## src/rtl/irq_arb_pkg.sv

```systemverilog
package irq_arb_pkg;
  localparam int unsigned PRIO_W  = 8;
  localparam int unsigned RUN_W   = PRIO_W + 1;
  localparam int unsigned ID_W    = 10;
  localparam logic [ID_W-1:0]  SPURIOUS_ID = '1;
  localparam logic [RUN_W-1:0] NO_PRIO     = RUN_W'(1) << PRIO_W;

  typedef struct packed {
    logic [RUN_W-1:0] prio;
    logic [ID_W-1:0]  id;
  } cand_t;
endpackage

```

## src/rtl/irq_arb_min_tree.sv

```systemverilog
module irq_arb_min_tree
  import irq_arb_pkg::*;
#(
  parameter int unsigned NUM_SRC = 32
) (
  input  logic [NUM_SRC-1:0]        vld_i,
  input  logic [NUM_SRC*PRIO_W-1:0] prio_i,
  output logic [RUN_W-1:0]          best_prio_o,
  output logic [ID_W-1:0]           best_id_o
);
  localparam int unsigned LVL    = (NUM_SRC > 1) ? $clog2(NUM_SRC) : 0;
  localparam int unsigned LEAVES = 1 << LVL;
  localparam int unsigned NODES  = 2 * LEAVES - 1;

  cand_t node [NODES];

  for (genvar k = 0; k < LEAVES; k++) begin : g_leaf
    if (k < NUM_SRC) begin : g_real
      assign node[LEAVES-1+k] = vld_i[k]
                              ? cand_t'{prio: {1'b0, prio_i[k*PRIO_W +: PRIO_W]}, id: ID_W'(k)}
                              : cand_t'{prio: NO_PRIO, id: SPURIOUS_ID};
    end else begin : g_pad
      assign node[LEAVES-1+k] = cand_t'{prio: NO_PRIO, id: SPURIOUS_ID};
    end
  end

  // left subtree always covers lower ids: right wins only on strictly lower value
  for (genvar i = 0; i < LEAVES - 1; i++) begin : g_node
    assign node[i] = (node[2*i+2].prio < node[2*i+1].prio) ? node[2*i+2] : node[2*i+1];
  end

  assign best_prio_o = node[0].prio;
  assign best_id_o   = node[0].id;
endmodule

```

## src/rtl/irq_arb_cpu_gate.sv

```systemverilog
module irq_arb_cpu_gate
  import irq_arb_pkg::*;
(
  input  logic              dist_en_i,
  input  logic              cpu_en_i,
  input  logic [RUN_W-1:0]  best_prio_i,
  input  logic [ID_W-1:0]   best_id_i,
  input  logic [PRIO_W-1:0] mask_i,
  input  logic [RUN_W-1:0]  run_prio_i,
  output logic [ID_W-1:0]   hp_id_o,
  output logic              irq_o
);
  logic pass_mask;
  logic pass_run;

  // sentinel 0x100 never passes an 8-bit mask, so no-candidate yields spurious
  assign pass_mask = best_prio_i < {1'b0, mask_i};
  assign pass_run  = best_prio_i < run_prio_i;

  always_comb begin
    hp_id_o = SPURIOUS_ID;
    irq_o   = 1'b0;
    if (dist_en_i && cpu_en_i && pass_mask) begin
      hp_id_o = best_id_i;
      irq_o   = pass_run;
    end
  end
endmodule

```

## src/rtl/irq_arb_out_reg.sv

```systemverilog
module irq_arb_out_reg #(
  parameter int unsigned     W        = 1,
  parameter logic [W-1:0]    RST_VAL  = '0
) (
  input  logic         clk_i,
  input  logic         rst_ni,
  input  logic [W-1:0] d_i,
  output logic [W-1:0] q_o
);
  always_ff @(posedge clk_i or negedge rst_ni) begin
    if (!rst_ni) q_o <= RST_VAL;
    else         q_o <= d_i;
  end
endmodule

```

## src/rtl/irq_prio_arbiter.sv

```systemverilog
module irq_prio_arbiter
  import irq_arb_pkg::*;
#(
  parameter int unsigned NUM_SRC = 32,
  parameter int unsigned NUM_CPU = 4
) (
  input  logic                        clk_i,
  input  logic                        rst_ni,
  input  logic                        dist_en_i,
  input  logic [NUM_CPU-1:0]          cpu_en_i,
  input  logic [NUM_CPU*NUM_SRC-1:0]  src_en_i,
  input  logic [NUM_CPU*NUM_SRC-1:0]  src_pend_i,
  input  logic [NUM_SRC*PRIO_W-1:0]   src_prio_i,
  input  logic [NUM_CPU*PRIO_W-1:0]   prio_mask_i,
  input  logic [NUM_CPU*RUN_W-1:0]    run_prio_i,
  output logic [NUM_CPU*ID_W-1:0]     hp_id_o,
  output logic [NUM_CPU-1:0]          irq_o
);
  localparam int unsigned OUT_W = ID_W + 1;
  localparam logic [OUT_W-1:0] OUT_RST = {SPURIOUS_ID, 1'b0};

  for (genvar c = 0; c < NUM_CPU; c++) begin : g_cpu
    logic [NUM_SRC-1:0] cand;
    logic [RUN_W-1:0]   best_prio;
    logic [ID_W-1:0]    best_id;
    logic [ID_W-1:0]    hp_id_d;
    logic               irq_d;
    logic [OUT_W-1:0]   out_q;

    assign cand = src_en_i[c*NUM_SRC +: NUM_SRC] & src_pend_i[c*NUM_SRC +: NUM_SRC];

    irq_arb_min_tree #(.NUM_SRC(NUM_SRC)) u_tree (
      .vld_i       (cand),
      .prio_i      (src_prio_i),
      .best_prio_o (best_prio),
      .best_id_o   (best_id)
    );

    irq_arb_cpu_gate u_gate (
      .dist_en_i   (dist_en_i),
      .cpu_en_i    (cpu_en_i[c]),
      .best_prio_i (best_prio),
      .best_id_i   (best_id),
      .mask_i      (prio_mask_i[c*PRIO_W +: PRIO_W]),
      .run_prio_i  (run_prio_i[c*RUN_W +: RUN_W]),
      .hp_id_o     (hp_id_d),
      .irq_o       (irq_d)
    );

    irq_arb_out_reg #(.W(OUT_W), .RST_VAL(OUT_RST)) u_oreg (
      .clk_i  (clk_i),
      .rst_ni (rst_ni),
      .d_i    ({hp_id_d, irq_d}),
      .q_o    (out_q)
    );

    assign hp_id_o[c*ID_W +: ID_W] = out_q[OUT_W-1:1];
    assign irq_o[c]                = out_q[0];
  end
endmodule

```

## config.mk

```make
export PLATFORM = sky130hd
export DESIGN_NAME = irq_prio_arbiter
export DESIGN_NICKNAME = d
export VERILOG_FILES = /design/src/rtl/irq_arb_pkg.sv /design/src/rtl/irq_arb_min_tree.sv /design/src/rtl/irq_arb_cpu_gate.sv /design/src/rtl/irq_arb_out_reg.sv /design/src/rtl/irq_prio_arbiter.sv
export SDC_FILE = /design/constraint.sdc
export NUM_CORES = 2
export LEC_CHECK = 0
export BUFFER_PORTS_ARGS = -buffer_cell sky130_fd_sc_hd__buf_4
export CAP_MARGIN = 20
export CORE_ASPECT_RATIO = 2
export CORE_UTILIZATION = 45
export CTS_CLUSTER_SIZE = 14
export DETAILED_ROUTE_END_ITERATION = 12
export GPL_TIMING_DRIVEN = 0
export PLACE_DENSITY = 0.76
export SLEW_MARGIN = 20
export SYNTH_ARGS = -nofsm -noshare
export SYNTH_HDL_FRONTEND = slang
export SYNTH_HIERARCHICAL = 1
export SYNTH_SLANG_ARGS = --single-unit
```

## constraint.sdc

```tcl
create_clock -name clk_i -period 1.2 [get_ports clk_i]
set_clock_uncertainty 0.2 [all_clocks]
set_input_delay 0.18 -clock clk_i [delete_from_list [all_inputs] [get_ports clk_i]]
set_output_delay 0.18 -clock clk_i [all_outputs]
set_load 0.005 [all_outputs]
```

======== Word-level counts from Yosys, hierarchy flattened ========
Index checks and enable logic that the tools add are counted.
storage, ports and cells
  register bits after elaboration ......... 44
  output and inout bits ................... 44
  input bits .............................. 587
operators by class
  reduce and logical (&&, ||, !) cells .... 8
  $lt $le $gt $ge ......................... 132
  bitwise gates (word level) .............. 4
  mux-type cells .......................... 260
operators by type and width
  operator             count
  $mux W19             252
  $lt A9 B9 Y1         128
  $and A32 B32 Y32     4
  $mux W10             4
  $lt A9 B8 Y1         4
  $logic_and A1 B1 Y1  8
  $mux W1              4

======== Logic depth before layout (Yosys ltp) ========
  depth after elaboration ................. 15
  mapped depth ............................ 64
  depth with buffers taken out ............ 55

======== Modules after synthesis ========
The synthesis kept the hierarchy.
by module, submodules not included
  module                                   cells an instance  times used  area each (µm²)  seq. area each (µm²)
  irq_arb_min_tree at g_cpu[0].u_tree ...  1707               3           10890.4          0.0
  irq_arb_min_tree at g_cpu[3].u_tree      1722               1           11158.2          0.0
  irq_arb_cpu_gate                         66                 4           498.0            0.0
  irq_arb_out_reg                          11                 4           287.8            287.8
  irq_prio_arbiter                         128                1           800.8            0.0

======== Worst setup path after synthesis ========
No wires, ideal clock.
  kind .................................... in2reg
  start point ............................. in src_en_i[116]
  end point ............................... reg g_cpu[3].u_oreg.q_o[1]
  slack ................................... -10102 ps
  cell stages on the path ................. 58
  path buffers ............................ 6
  library setup time ...................... 82 ps
  arrival time ............................ 11020 ps
  cell sequence ........................... and2_1 clkbuf_1 nand2_1 ha_1 or4_1 o21ai_0 o211ai_1 nand3_1 clkbuf_1 nand2_1 o21ai_0 inv_1 ha_1 a2111oi_0 o21ai_0 o21ai_0 o21ai_0 a21oi_1 (+22 left out) buf_6 mux2_4 inv_1 ha_1 a21o_1 a21o_1 a21oi_1 nor2_1 a211oi_1 o211ai_4 buf_6 mux2i_1 ha_1 a21o_1 a2111oi_4 o221ai_2 buf_6 or2_1
on the way
  longest elaborated chain between the ends .. 15
ends and longest elaborated chain
  what                             RTL line                RTL
  from (decl)                      irq_prio_arbiter.sv:11  input logic [NUM_CPU*NUM_SRC-1:0] src_en_i,
  $and A32 B32 Y32 (*)             irq_prio_arbiter.sv:30  assign cand = src_en_i[c*NUM_SRC +: NUM_SRC] & src_pend_i[c*NUM_SRC +: NUM_SRC];
  $mux W19 (*)                     irq_arb_min_tree.sv:20  ? cand_t'{prio: {1'b0, prio_i[k*PRIO_W +: PRIO_W]}, id: ID_W'(k)}
  $lt A9 B9 Y1                     irq_arb_min_tree.sv:29  assign node[i] = (node[2*i+2].prio < node[2*i+1].prio) ? node[2*i+2] : node[2*i+1];
  $mux W19 (*)                     irq_arb_min_tree.sv:29
  $lt A9 B9 Y1                     irq_arb_min_tree.sv:29
  $mux W19 (*)                     irq_arb_min_tree.sv:29
  $lt A9 B9 Y1                     irq_arb_min_tree.sv:29
  $mux W19 (*)                     irq_arb_min_tree.sv:29
  $lt A9 B9 Y1                     irq_arb_min_tree.sv:29
  $mux W19 (*)                     irq_arb_min_tree.sv:29
  $lt A9 B9 Y1                     irq_arb_min_tree.sv:29
  $mux W19 (*)                     irq_arb_min_tree.sv:29
  named net g_cpu[3].best_prio[6]  irq_prio_arbiter.sv:24  logic [RUN_W-1:0] best_prio;
  $lt A9 B8 Y1 (*)                 irq_arb_cpu_gate.sv:17  assign pass_mask = best_prio_i < {1'b0, mask_i};
  $logic_and A1 B1 Y1 (*)          irq_arb_cpu_gate.sv:23  if (dist_en_i && cpu_en_i && pass_mask) begin
  $mux W10 (*)                     irq_arb_cpu_gate.sv:23
  named net g_cpu[3].hp_id_d[0]    irq_prio_arbiter.sv:26  logic [ID_W-1:0] hp_id_d;
  to (signal assigned)             irq_arb_out_reg.sv:12   else q_o <= d_i;
  to (decl)                        irq_arb_out_reg.sv:8    output logic [W-1:0] q_o
The timed path passes the listed nets; every way through them passes the cells marked *.

======== Worst setup path in the final report ========
  start point ............................. in src_pend_i[16]
  end point ............................... reg g_cpu[0].u_oreg.q_o[6]
on the way
  longest elaborated chain between the ends .. 15
ends and longest elaborated chain
  what                             RTL line                RTL
  from (decl)                      irq_prio_arbiter.sv:12  input logic [NUM_CPU*NUM_SRC-1:0] src_pend_i,
  $and A32 B32 Y32 (*)             irq_prio_arbiter.sv:30
  named net g_cpu[0].cand[16]      irq_prio_arbiter.sv:23  logic [NUM_SRC-1:0] cand;
  $mux W19 (*)                     irq_arb_min_tree.sv:20
  $lt A9 B9 Y1                     irq_arb_min_tree.sv:29
  $mux W19 (*)                     irq_arb_min_tree.sv:29
  $lt A9 B9 Y1                     irq_arb_min_tree.sv:29
  $mux W19 (*)                     irq_arb_min_tree.sv:29
  $lt A9 B9 Y1                     irq_arb_min_tree.sv:29
  (+2 left out)                    -
  $mux W19 (*)                     irq_arb_min_tree.sv:29
  $lt A9 B9 Y1                     irq_arb_min_tree.sv:29
  $mux W19 (*)                     irq_arb_min_tree.sv:29
  named net g_cpu[0].best_prio[6]  irq_prio_arbiter.sv:24
  $lt A9 B8 Y1 (*)                 irq_arb_cpu_gate.sv:17
  $logic_and A1 B1 Y1 (*)          irq_arb_cpu_gate.sv:23
  $mux W10 (*)                     irq_arb_cpu_gate.sv:23
  named net g_cpu[0].hp_id_d[5]    irq_prio_arbiter.sv:26
  to (signal assigned)             irq_arb_out_reg.sv:12
  to (decl)                        irq_arb_out_reg.sv:8
Marked as above.

==> summary.txt <==
========================================================================================
Library cell occupying the most area in the post-synthesis netlist          sky130_fd_sc_hd__ha_1
Vias after detailed routing                                                        61111
Drc violations                                                                         0
Most common cell in the netlist                                             sky130_fd_sc_hd__nand2_1
Setup ws final                                                                 -10320 ps
Cell count after synthesis                                                          7279
Average routed wire per standard cell                                            24.2 um
Total die area                                                               108000 um^2
Met1 layer usage reported by global route                                          0.386
Min-delay worst type                                                        input port to flip-flop
Die Height                                                                        463 um
Biggest area contributors in the synthesized netlist                        sky130_fd_sc_hd__ha_1 26%, sky130_fd_sc_hd__nand2_1 11%, sky130_fd_sc_hd__o21ai_0 6.6%, sky130_fd_sc_hd__mux2i_1 5.8%, sky130_fd_sc_hd__inv_1 5.8%
Fraction of post-synthesis cell area in the top cell type by area                  0.257
Unrepaired setup endpoints after global routing                                      yes
Violated checks                                                             setup timing
Async set-or-reset flop fraction in the synthesized netlist                         1.00
Sequential cell area in the final layout                                       1150 um^2
Sort of element at the end of the critical path                                flip-flop
Max-slew violations                                                                    0
GR met2 Demand/Resource                                                            0.688
Die Width                                                                         232 um
Number of setup violations in the final report                                        88
Global routing met3 resource utilization                                          0.0824
Buffers from clock root to sink, at most                                               2
Leak Pwr                                                                         31.5 nW
Total of buffers placed on input and output ports                                    630
Placed Cells                                                                        9271
Largest registers ranked by flip-flop count                                 g_cpu.u_oreg/q_o x44
Net count of the mapped netlist                                                     8846
Register containing the most flip-flops in the final layout                 g_cpu.u_oreg/q_o
1st-pass router iterations                                                             6
Count of state elements after synthesis                                               44
Max reg flops                                                                         44
Number of max-capacitance violations reported                                          0
TritonCTS sink count                                                                  44
Maximum number of pins on one net before global-route repair                          45
Final total power                                                                 206 mW
Post-route design area                                                        64800 um^2
Number of H-tree levels                                                                2
Initial core utilization                                                           0.455
Worst hold-check slack                                                           83.4 ps
Routability-driven placement congestion ratio                                       1.10
Most frequently used flop master after synthesis                            sky130_fd_sc_hd__dfstp_2
Area growth syn-to-layout                                                          35.7%
Wire length of the first global-routing pass                                   334000 um
Synth Warn #                                                                           6
Total area of multi-input combinational cells                                 47800 um^2
Delay contributed by the slowest stage of the critical path                       400 ps
Crit path kind                                                              input port to flip-flop
Filler cells                                                                        9464
Worst Hold Path Cells                                                                  4
Post-synth EDFFs                                                                       0
Achievable Freq                                                                 86.8 MHz
Tcrit/Tclk final                                                                    9.60
Least-Margin Pin Slew                                                            1370 ps
Required arrival time at the worst endpoint                                      1250 ps
Total half-perimeter wirelength after legalization and detailed placement      185000 um
Fraction of layout cells with a size suffix above 1                                0.286
Final #Nets                                                                         9880
Status                                                                      finished with violations
Final Hold Viols                                                                       0
Cell type of the slowest stage on the worst timing path                     sky130_fd_sc_hd__o31a_1
Vias in the first global route                                                     58853
GRT overflow                                                                           0
Worst setup timing slack at the placement stage                                -12240 ps
Post-place instance area                                                      56300 um^2
TritonCTS clock tree                                                               built
CP startpoint kind                                                            input port
Initial antenna violation count                                                        9
Via density per instance                                                            6.31
Largest fanout on the critical path                                                   10
Library cell used as clock root buffer                                      sky130_fd_sc_hd__clkbuf_16
Most Frequent Cell on Critical Path                                         sky130_fd_sc_hd__a21o_1
Max-slew headroom                                                                 0.0869
DRC marker count from the first detailed-route iteration                            4550
Final critical path time including I/O delays and setup                         11520 ps
Commonest cells in the synthesized netlist                                  1338 x sky130_fd_sc_hd__nand2_1, 980 x sky130_fd_sc_hd__ha_1, 737 x sky130_fd_sc_hd__inv_1
Most utilized layer in the global route result                                      met2
Sequential element share of the synthesized area                                  0.0241
ANT nets after route                                                                   0
Worst Path Arrival                                                              11570 ps
Overall routed net length                                                      234000 um
Overall global routing resource usage                                              0.406
Post-Syn Area                                                                 47800 um^2
Placement Rows                                                                       168
Number of CTS-inserted buffers                                                         5
Number of different library cells in the post-synthesis netlist                       99
Total Negative Setup Slacks                                                   -442990 ps
Non-Filler Instances                                                                9681
Placeable Area                                                               105000 um^2
Utilization after layout                                                           0.617
Mean post-synth cell area                                                      6.56 um^2
Ports                                                                                631
Clock transition at the registers of the reported paths                            80 ps
Power density cells                                                         3180 nW/um^2
Maximum vdd ir drop                                                            0.00456 V
========================================================================================
cell type report:
cell class              count  share of cell area
clock buffers               6             0.00214
repair buffers           1057               0.130
diodes                      7            0.000270
flip-flops and latches     44              0.0178
multi-input cells        6193               0.737
clock inverters             2            0.000598
inverters                 737              0.0427
well taps                1360              0.0262
plain buffers             275              0.0434
cells by family after synthesis:
family | count (synthesis) | share of synthesized area
muxes | 398 | 0.0872
xor gates and xnor gates | 4 | 0.000733
adders and majority gates | 991 | 0.259
buffers and inverters | 1042 | 0.0872
DFF | 44 | 0.0241
and+or+nand+nor | 2789 | 0.269
AOI/OAI and AO/OA | 2011 | 0.273
critical path: cells and delay by family:
family,cells,cell delay (ps)
muxes,2,750
buffers and inverters,12,1690
AOI/OAI and AO/OA,29,6200
adders and majority gates,6,1670
and+or+nand+nor,7,1070
report_power, final:
part	total [mW]	switching (mW)	internal, mW
sequential	2.41	0.269	2.14
clock	1.91	0.855	1.05
combinational	202	110	92.1
placed cells by master, fill, tap and decap left out, types with 128 or more instances in the layout:
| cell type | synthesis | layout |
|---|---|---|
| sky130_fd_sc_hd__and2_1 | 358 | 287 |
| sky130_fd_sc_hd__a21o_1 | 163 | 160 |
| sky130_fd_sc_hd__a21oi_1 | 429 | 304 |
| sky130_fd_sc_hd__o21ai_1 | 18 | 128 |
| sky130_fd_sc_hd__buf_4 | 28 | 994 |
| sky130_fd_sc_hd__nand3_1 | 265 | 259 |
| sky130_fd_sc_hd__o21ai_0 | 627 | 408 |
| sky130_fd_sc_hd__nand2_1 | 1338 | 1296 |
| sky130_fd_sc_hd__nor2_1 | 398 | 364 |
| sky130_fd_sc_hd__inv_1 | 737 | 718 |
| sky130_fd_sc_hd__ha_1 | 980 | 896 |
| sky130_fd_sc_hd__mux2i_1 | 279 | 197 |
timing repair:
item                                   in CTS  in global routing
endpoints found under the hold margin       4                  0
gates resized for setup                   719                625
setup endpoints to repair                  88                 90
buffers inserted                          202                200
hold buffers                                1                  0
cloned                                      6                 16
pin swaps                                 142                222
per-layer routing:
| layer | up-vias | share of wire |
|---|---|---|
| li1 | 28002 | - |
| met1 | 28398 | 0.32 |
| met2 | 3296 | 0.46 |
| met3 | 1409 | 0.082 |
| met4 | 6 | 0.14 |
| met5 | - | 0.00015 |
path summary, 6_finish.rpt:
check                               start                     end
hold / removal             run_prio_i[18]  g_cpu[2].u_oreg/q_o[0]
min in group asynchronous          rst_ni  g_cpu[2].u_oreg/q_o[0]
max in group asynchronous          rst_ni  g_cpu[0].u_oreg/q_o[6]
setup / recovery           src_pend_i[16]  g_cpu[0].u_oreg/q_o[6]
(Power assumes the default switching activity.)
